==> config.mk <==
export PLATFORM = sky130hd
export DESIGN_NAME = tmr_ocmp_unit
export DESIGN_NICKNAME = d
export VERILOG_FILES = /design/src/rtl/tmr_ocmp_pkg.sv /design/src/rtl/tmr_rst_sync.sv /design/src/rtl/tmr_tick_gen.sv /design/src/rtl/tmr_free_cnt.sv /design/src/rtl/tmr_ocmp_core.sv /design/src/rtl/tmr_ocmp_unit.sv
export SDC_FILE = /design/constraint.sdc
export NUM_CORES = 1
export LEC_CHECK = 0
export ABC_AREA = 1
export CORE_MARGIN = 5
export CORE_UTILIZATION = 49
export CTS_BUF_LIST = sky130_fd_sc_hd__clkbuf_8 sky130_fd_sc_hd__clkbuf_16
export DETAILED_ROUTE_END_ITERATION = 8
export PLACE_DENSITY = 0.75
export SLEW_MARGIN = 5
export SYNTH_ARGS = -nofsm -noshare
export SYNTH_HDL_FRONTEND = slang
export SYNTH_SLANG_ARGS = --single-unit
==> constraint.sdc <==
create_clock -name clk_osc -period 1.4 [get_ports clk_osc]
set_clock_uncertainty 0.15 [all_clocks]
set_input_delay 0.21 -clock clk_osc [delete_from_list [all_inputs] [get_ports clk_osc]]
set_output_delay 0.21 -clock clk_osc [all_outputs]
set_load 0.1 [all_outputs]
==> src/rtl/tmr_ocmp_pkg.sv <==
package tmr_ocmp_pkg;
  localparam int unsigned REG_AW = 8;

  // Register offsets; software depends on these.
  localparam logic [REG_AW-1:0] OFS_CTRL = 8'h12;
  localparam logic [REG_AW-1:0] OFS_STAT = 8'h13;
  localparam logic [REG_AW-1:0] OFS_CMPH = 8'h16;
  localparam logic [REG_AW-1:0] OFS_CMPL = 8'h17;

  // Bit positions inside the control and status bytes.
  localparam int unsigned CTRL_IE_BIT   = 7;
  localparam int unsigned CTRL_LVL_BIT  = 0;
  localparam int unsigned STAT_FLAG_BIT = 6;
endpackage

==> src/rtl/tmr_rst_sync.sv <==
module tmr_rst_sync #(
  parameter int unsigned STAGES = 2
) (
  input  logic clk,
  input  logic rst_n,
  output logic rst_sn
);
  logic [STAGES-1:0] sh_q;
  logic [STAGES-1:0] sh_d;

  always_comb begin
    sh_d = {sh_q[STAGES-2:0], 1'b1};
  end

  always_ff @(posedge clk or negedge rst_n) begin
    if (!rst_n) sh_q <= '0;
    else        sh_q <= sh_d;
  end

  assign rst_sn = sh_q[STAGES-1];
endmodule

==> src/rtl/tmr_tick_gen.sv <==
module tmr_tick_gen #(
  parameter int unsigned DIV = 8
) (
  input  logic clk,
  input  logic rst_sn,
  output logic tick_o
);
  localparam int unsigned PW = (DIV > 1) ? $clog2(DIV) : 1;
  localparam logic [PW-1:0] LAST = PW'(DIV - 1);

  logic [PW-1:0] pre_q;
  logic [PW-1:0] pre_d;

  assign tick_o = (pre_q == LAST);

  always_comb begin
    if (tick_o) pre_d = '0;
    else        pre_d = pre_q + 1'b1;
  end

  always_ff @(posedge clk or negedge rst_sn) begin
    if (!rst_sn) pre_q <= '0;
    else         pre_q <= pre_d;
  end

  AST_TICK_SINGLE: assert property (@(posedge clk) disable iff (!rst_sn)
    tick_o |=> !tick_o);
endmodule

==> src/rtl/tmr_free_cnt.sv <==
module tmr_free_cnt #(
  parameter int unsigned      CNT_W   = 16,
  parameter logic [CNT_W-1:0] RST_VAL = 16'hFFFC
) (
  input  logic             clk,
  input  logic             rst_sn,
  input  logic             tick_i,
  output logic [CNT_W-1:0] cnt_o
);
  logic [CNT_W-1:0] cnt_q;
  logic [CNT_W-1:0] cnt_d;

  always_comb begin
    cnt_d = cnt_q;
    if (tick_i) cnt_d = cnt_q + 1'b1;
  end

  always_ff @(posedge clk or negedge rst_sn) begin
    if (!rst_sn) cnt_q <= RST_VAL;
    else         cnt_q <= cnt_d;
  end

  assign cnt_o = cnt_q;

  AST_CNT_HOLD: assert property (@(posedge clk) disable iff (!rst_sn)
    !tick_i |=> $stable(cnt_q));
  AST_CNT_STEP: assert property (@(posedge clk) disable iff (!rst_sn)
    tick_i |=> (cnt_q == $past(cnt_q) + 1'b1));
endmodule

==> src/rtl/tmr_ocmp_core.sv <==
module tmr_ocmp_core
  import tmr_ocmp_pkg::*;
#(
  parameter int unsigned DATA_W = 8,
  localparam int unsigned CNT_W = 2 * DATA_W
) (
  input  logic              clk,
  input  logic              rst_sn,
  input  logic              tick_i,
  input  logic [CNT_W-1:0]  cnt_i,
  input  logic [REG_AW-1:0] bus_addr,
  input  logic              bus_wr,
  input  logic              bus_rd,
  input  logic [DATA_W-1:0] bus_wdata,
  output logic [DATA_W-1:0] bus_rdata,
  output logic              cmp_pin_o,
  output logic              irq_o
);
  logic              ie_q, ie_d;
  logic              lvl_q, lvl_d;
  logic [DATA_W-1:0] hi_q, hi_d;
  logic [DATA_W-1:0] lo_q, lo_d;
  logic              inh_q, inh_d;
  logic              flag_q, flag_d;
  logic              arm_q, arm_d;
  logic              pin_q, pin_d;

  logic wr_ctrl, wr_hi, wr_lo, rd_stat, acc_lo, match_hit;

  assign wr_ctrl = bus_wr && (bus_addr == OFS_CTRL);
  assign wr_hi   = bus_wr && (bus_addr == OFS_CMPH);
  assign wr_lo   = bus_wr && (bus_addr == OFS_CMPL);
  assign rd_stat = bus_rd && (bus_addr == OFS_STAT);
  assign acc_lo  = (bus_wr || bus_rd) && (bus_addr == OFS_CMPL);

  assign match_hit = tick_i && !inh_q && (cnt_i == {hi_q, lo_q});

  always_comb begin
    ie_d   = ie_q;
    lvl_d  = lvl_q;
    hi_d   = hi_q;
    lo_d   = lo_q;
    inh_d  = inh_q;
    arm_d  = arm_q;
    flag_d = flag_q;
    pin_d  = pin_q;
    if (wr_ctrl) begin
      ie_d  = bus_wdata[CTRL_IE_BIT];
      lvl_d = bus_wdata[CTRL_LVL_BIT];
    end
    if (wr_hi) begin
      hi_d  = bus_wdata;
      inh_d = 1'b1;
    end
    if (wr_lo) begin
      lo_d  = bus_wdata;
      inh_d = 1'b0;
    end
    if (rd_stat && flag_q) arm_d = 1'b1;
    else if (acc_lo)       arm_d = 1'b0;
    if (match_hit)            flag_d = 1'b1;
    else if (acc_lo && arm_q) flag_d = 1'b0;
    if (match_hit) pin_d = lvl_q;
  end

  always_ff @(posedge clk or negedge rst_sn) begin
    if (!rst_sn) begin
      ie_q   <= 1'b0;
      lvl_q  <= 1'b0;
      hi_q   <= '1;
      lo_q   <= '1;
      inh_q  <= 1'b1;
      arm_q  <= 1'b0;
      flag_q <= 1'b0;
      pin_q  <= 1'b0;
    end else begin
      ie_q   <= ie_d;
      lvl_q  <= lvl_d;
      hi_q   <= hi_d;
      lo_q   <= lo_d;
      inh_q  <= inh_d;
      arm_q  <= arm_d;
      flag_q <= flag_d;
      pin_q  <= pin_d;
    end
  end

  always_comb begin
    bus_rdata = '0;
    unique case (bus_addr)
      OFS_CTRL: begin
        bus_rdata[CTRL_IE_BIT]  = ie_q;
        bus_rdata[CTRL_LVL_BIT] = lvl_q;
      end
      OFS_STAT: bus_rdata[STAT_FLAG_BIT] = flag_q;
      OFS_CMPH: bus_rdata = hi_q;
      OFS_CMPL: bus_rdata = lo_q;
      default:  bus_rdata = '0;
    endcase
  end

  assign cmp_pin_o = pin_q;
  assign irq_o     = flag_q && ie_q;

  AST_PIN_OFF_TICK: assert property (@(posedge clk) disable iff (!rst_sn)
    !tick_i |=> $stable(pin_q));
  AST_FLAG_ON_HIT: assert property (@(posedge clk) disable iff (!rst_sn)
    (tick_i && !inh_q && (cnt_i == {hi_q, lo_q})) |=> flag_q);
  AST_BLOCKED: assert property (@(posedge clk) disable iff (!rst_sn)
    inh_q |=> ($stable(pin_q) && !$rose(flag_q)));
  AST_CLEAR_ARMED: assert property (@(posedge clk) disable iff (!rst_sn)
    $fell(flag_q) |-> $past(arm_q));
  AST_BUS_EXCL: assert property (@(posedge clk) disable iff (!rst_sn)
    !(bus_wr && bus_rd));
endmodule

==> src/rtl/tmr_ocmp_unit.sv <==
module tmr_ocmp_unit
  import tmr_ocmp_pkg::*;
#(
  parameter int unsigned DATA_W    = 8,
  parameter int unsigned TICK_DIV  = 8,
  parameter int unsigned SYNC_STG  = 2,
  parameter int unsigned CNT_RST   = 'hFFFC,
  localparam int unsigned CNT_W    = 2 * DATA_W
) (
  input  logic              clk_osc,
  input  logic              rst_n,
  input  logic [7:0]        bus_addr,
  input  logic              bus_wr,
  input  logic              bus_rd,
  input  logic [DATA_W-1:0] bus_wdata,
  output logic [DATA_W-1:0] bus_rdata,
  output logic              cmp_pin,
  output logic              tmr_irq
);
  logic             rst_sn;
  logic             tick;
  logic [CNT_W-1:0] cnt;

  tmr_rst_sync #(.STAGES(SYNC_STG)) u_rst (
    .clk    (clk_osc),
    .rst_n  (rst_n),
    .rst_sn (rst_sn)
  );

  tmr_tick_gen #(.DIV(TICK_DIV)) u_tick (
    .clk    (clk_osc),
    .rst_sn (rst_sn),
    .tick_o (tick)
  );

  tmr_free_cnt #(.CNT_W(CNT_W), .RST_VAL(CNT_W'(CNT_RST))) u_cnt (
    .clk    (clk_osc),
    .rst_sn (rst_sn),
    .tick_i (tick),
    .cnt_o  (cnt)
  );

  tmr_ocmp_core #(.DATA_W(DATA_W)) u_core (
    .clk       (clk_osc),
    .rst_sn    (rst_sn),
    .tick_i    (tick),
    .cnt_i     (cnt),
    .bus_addr  (bus_addr),
    .bus_wr    (bus_wr),
    .bus_rd    (bus_rd),
    .bus_wdata (bus_wdata),
    .bus_rdata (bus_rdata),
    .cmp_pin_o (cmp_pin),
    .irq_o     (tmr_irq)
  );
endmodule

Word level (Yosys, flattened, before mapping)
Index checks and enable logic that the tools add are counted.

cells by class
  equality and inequality tests = 6
  mux-type cells = 11
  add/subtract/negate cells = 2
  reduce and logical (&&, ||, !) cells = 15

operator list
  kind                                                                   count
  8-bit by 5-bit equality test with 1-bit output, second input constant  4
  16-bit by 1-bit adder with 16-bit output, second input constant        1
  16-bit equality test                                                   1
  1-bit logical AND                                                      10
  5-bit case mux with 2 select lines                                     1
  1-bit case mux with 3 select lines                                     3
  1-bit two-way mux                                                      6
  2-bit nonzero test                                                     3
  3-bit by 1-bit adder with 3-bit output, second input constant          1
  3-bit equality test, second input constant                             1
  3-bit two-way mux                                                      1
  1-bit logical NOT                                                      1
  1-bit logical OR                                                       1

word-level totals
  register bits after elaboration = 43
  word-level logic and storage cells = 45
  input bits = 20
  output and inout port bits = 10

Logic depth before layout (Yosys ltp)
  depth in word-level cells = 5
  gate-level depth with buffers = 12
  gate-level depth less buffers = 11

Cells and area by module
Synthesis repeated with hierarchy kept, for this count alone.

second synthesis, totals
  cell total of the unflattened synthesis = 313
  area, all modules = 2,472.4 um^2

modules (own cells, without submodules)
  module         cells each  area each (um^2)  times used  sequential area each (um^2)
  tmr_ocmp_core  207         1,483.9           1           571.8
  tmr_free_cnt   97          830.8             1           417.9
  tmr_tick_gen   6           103.8             1           75.1
  tmr_rst_sync   3           53.8              1           50.0

Least setup slack after synthesis
OpenSTA, ideal clock, no wires.

  path kind = input-to-output
  start point = in bus_addr[4]
  end point = out bus_rdata[6]
  setup slack = -1.118 ns
  cell stages on the path = 6
  data arrival time = 2.158 ns
  buffers on the path = 0
  data required time = 1.040 ns
  cell sequence = inv_1 -> nor2_1 -> nand2_1 -> inv_2 -> nand2_1 -> o221ai_1

between the ends
  longest elaborated chain between the ends = 2
  elaborated cells between the ends (all ways) = 4
  classes of those cells = eq/ne: 3; mux: 1

RTL lines
  item                                            line                 RTL
  start: declaration                              tmr_ocmp_unit.sv:12  input logic [7:0] bus_addr,
  8-bit by 5-bit equality test with 1-bit output  tmr_ocmp_core.sv:90  unique case (bus_addr)
  1-bit case mux with 3 select lines *            tmr_ocmp_core.sv:90
  end: declaration                                tmr_ocmp_unit.sv:16  output logic [DATA_W-1:0] bus_rdata,

Every way passes the cells marked *; elsewhere a longest branch is shown, timed or not.

Final worst setup path
  start point = reg u_core.hi_q[0]
  end point = out bus_rdata[0]

between the ends
  longest elaborated chain between the ends = 1

RTL lines
  item                                line                 RTL
  start: declaration                  tmr_ocmp_core.sv:21  logic [DATA_W-1:0] hi_q, hi_d;
  start signal: assignment            tmr_ocmp_core.sv:79  hi_q <= hi_d;
  1-bit case mux with 3 select lines  tmr_ocmp_core.sv:90

Every way passes these cells.

==> results by group <==
Final layout
  • Share of cells above drive strength 1: between 50% and 60%
  • Multi-input combinational cell area: 0.00127 mm2
  • Fin util: 86.2%
  • Area grow syn2layout: 67.6%
  • Fin area: 0.00380 mm2
  • Final nets: ~410
  • Final Non-Filler Cells: between 400 and 500
  • Storage cell area: roughly 0.0011 mm2
  • N_diodes: 0
  • Filler cells: between 150 and 200

STA
  • WHS: 117 ps
  • Setup ws final: -375 ps
  • RSZ-0062 raised after global routing: yes
  • Final Max Slew Viols: 0
  • Crit path time final: approximately 1800 ps
  • Final TNS setup: -7100 ps
  • Final setup viols: 28
  • Final Hold Vio Count: 0
  • Final worst path period share: 127%
  • Max frequency: 563 MHz

Critical path
  • Largest fanout on the critical path: 2
  • WP data arrival: 1410 ps
  • CP required: 1040 ps
  • Nature of the critical path endpoint: primary output
  • Setup Crit Path Kind: flop to primary output
  • Startpoint Class: flop

Placed design
  • Port bufs: 29
  • Routability Congestion: 0.892
  • Place WS: -708 ps
  • Dpl hpwl: 4.53 mm
  • Placed cell count: between 400 and 500
  • Placed inst area: approximately 0.0034 mm2

Die
  • Initial Util: 51.4%
  • Site Rows: 24
  • DIE WIDTH: 78.1 um
  • I/O pins: 30
  • DIE HEIGHT: roughly 78 um
  • Die area: a little over 0.006 mm2
  • Core Area: between 0.004 and 0.005 mm2

Power and ir drop
  • Power Dens Cells: just over 700 mW/mm2
  • Worst vdd ir: 0.000482 V
  • Power Total: 2.70 mW
  • Static leakage: approximately 1.8 nW

Clocking
  • Worst-skew pair later-pin latency: 300 ps
  • CTS tree: built
  • Clock tree buffer depth: 2
  • Root buffer cell: clkbuf_8
  • Clk sinks: 43
  • Inserted Clock Buffers: 5
  • H-tree depth: 2
  • Clock transition at path regs: 80 ps

Drt
  • Post-Route WL: 8.00 mm
  • Via-per-instance ratio: 5.44
  • Final ANT Viol Nets: 0
  • Via Count: 2404
  • DRC viols: 0
  • WL per Instance: roughly 18 um
  • Initial DRT Pass Iterations: 4
  • Initial DRC Count: 182

Synth
  • Post-synthesis cell area: about 0.0023 mm2
  • Yosys Warn Count: 0
  • Post-Synthesis Cells: 282
  • Sequential cell area fraction in the yosys report: 49.1%
  • Post-synth ARST share: 100%
  • #FFs+latches synth: 43
  • Post-Syn Nets: 305
  • Most used DFF post-synth: dfstp_2
  • Syn Area/Cell: just over 8 um2
  • Number of synthesized flops with an enable pin: 0
  • Synth cell types: 29

Global routing
  • Overflow after GRT: 0
  • Vias in the first global route: 2375
  • Largest net degree at the start of global routing: 42
  • First-pass GRT wire length: ~11 mm
  • GRT Overall Usage: 23.4%
  • Initial antenna violation count: 0

Min path
  • Hold Path Class: flop to async pin

Status
  • Status: complete, but fails checks
  • Failing checks: negative setup slack

Flow run
  • Max-Cap Viols: 0
synth_stat cells, drive strengths merged, types with 3 or more instances:
cell    instances  area [um2]
inv            48         180
o221ai          3        26.3
dfrtp          12         300
nor3            6        41.3
xor2           12         105
nand3           8        45.0
nand4           4        31.3
o21ai          23         115
dfstp          31         815
buf             4        35.0
o22ai           5        31.3
nand2          93         359
nor2           24         113
ha              3        37.5
cell usage in the layout, fill, tap and decap left out, types with 2 or more instances in the layout:
cell type and count:
ha_4 2, inv_2 17, o21ai_1 10, xor2_1 11
nor3_1 4, nand3_1 3, dlygate4sd2_1 7, nand2_2 13
clkdlybuf4s50_1 11, nor2_2 6, nor2_4 9, nor2_1 9
nand2_4 2, inv_1 28, nand4_1 3, o22ai_4 5
buf_4 54, nand2_1 77, dfstp_2 31, o221ai_4 3
clkinv_4 2, o21ai_0 12, clkbuf_8 7, nand2_8 2
dfrtp_1 12, buf_12 15, buf_6 13, nand3_2 4
registers in the layout, indices dropped and copies added (netlist names):
signal,cells
u_core.ie_q,1
u_core.hi_q,8
u_core.lvl_q,1
u_rst.sh_q,2
u_core.inh_q,1
u_core.cmp_pin_o,1
u_core.flag_q,1
u_tick.pre_q,3
u_core.arm_q,1
u_core.lo_q,8
u_cnt.cnt_o,16
per-layer routing:
metal | GRT usage, % | vias up | share of wire [%]
met5 | 0 | - | 0
met4 | 13.3 | 0 | 6.3
met3 | 4.58 | 48 | 6.5
met2 | 39.9 | 116 | 50
met1 | 27.2 | 1149 | 37
li1 | - | 1091 | -
critical path, cell delays in order, from the launching register on:
cell,delay (ps)
dfstp_2,540
inv_2,50
buf_12,120
o221ai_4,200
buf_12,210
report_power, final:
group	switching, mW	internal, mW	leakage (nW)
Clock	0.435	0.444	0.0557
Combinational	0.248	0.211	1.27
Sequential	0.0408	1.32	0.467
repair_timing:
item	in CTS	in global routing
pin swaps	28	15
gates resized for setup	53	24
buffers inserted	14	8
gates cloned	1	1
endpoints found under the hold margin	2	0
hold buffers	1	0
endpoints found under the setup margin	46	37
path summary, 6_finish.rpt:
path | depth (start not counted) | slack [ps] | end | from
min reg2reg | 1 | 120 | u_cnt.cnt_o[0] | u_rst.sh_q[1]
max reg2reg | 10 | -360 | u_core.cmp_pin_o | u_core.lo_q[4]
max in group asynchronous | 2 | 510 | u_rst.sh_q[1] | rst_n
min in group clk_osc | 0 | 220 | u_rst.sh_q[1] | u_rst.sh_q[0]
max | 4 | -370 | bus_rdata[0] | u_core.hi_q[0]
min | 1 | 120 | u_cnt.cnt_o[0] | u_rst.sh_q[1]
area by class of cell:
cell class / count / area share [%]
clock buffer: 7 / 2.53
sequential: 43 / 29.3
timing repair inverter: 1 / 0.132
tap: 52 / 1.71
inverter: 49 / 5.43
clock inverter: 1 / 0.0987
multi-input combinational: 187 / 33.3
timing repair buffer: 102 / 27.5
cells by family after synthesis:
family,Yosys count,share of synthesized area [%]
XOR/XNOR,13,5.02
adder cells (fa/ha/maj),3,1.65
flip-flops,43,49.1
AO/OA/AOI/OAI,33,8.16
AND/OR/NAND/NOR,136,26.2
buffers and inverters,53,9.65
other,1,0.165
Power figures use the tool's default switching activity.
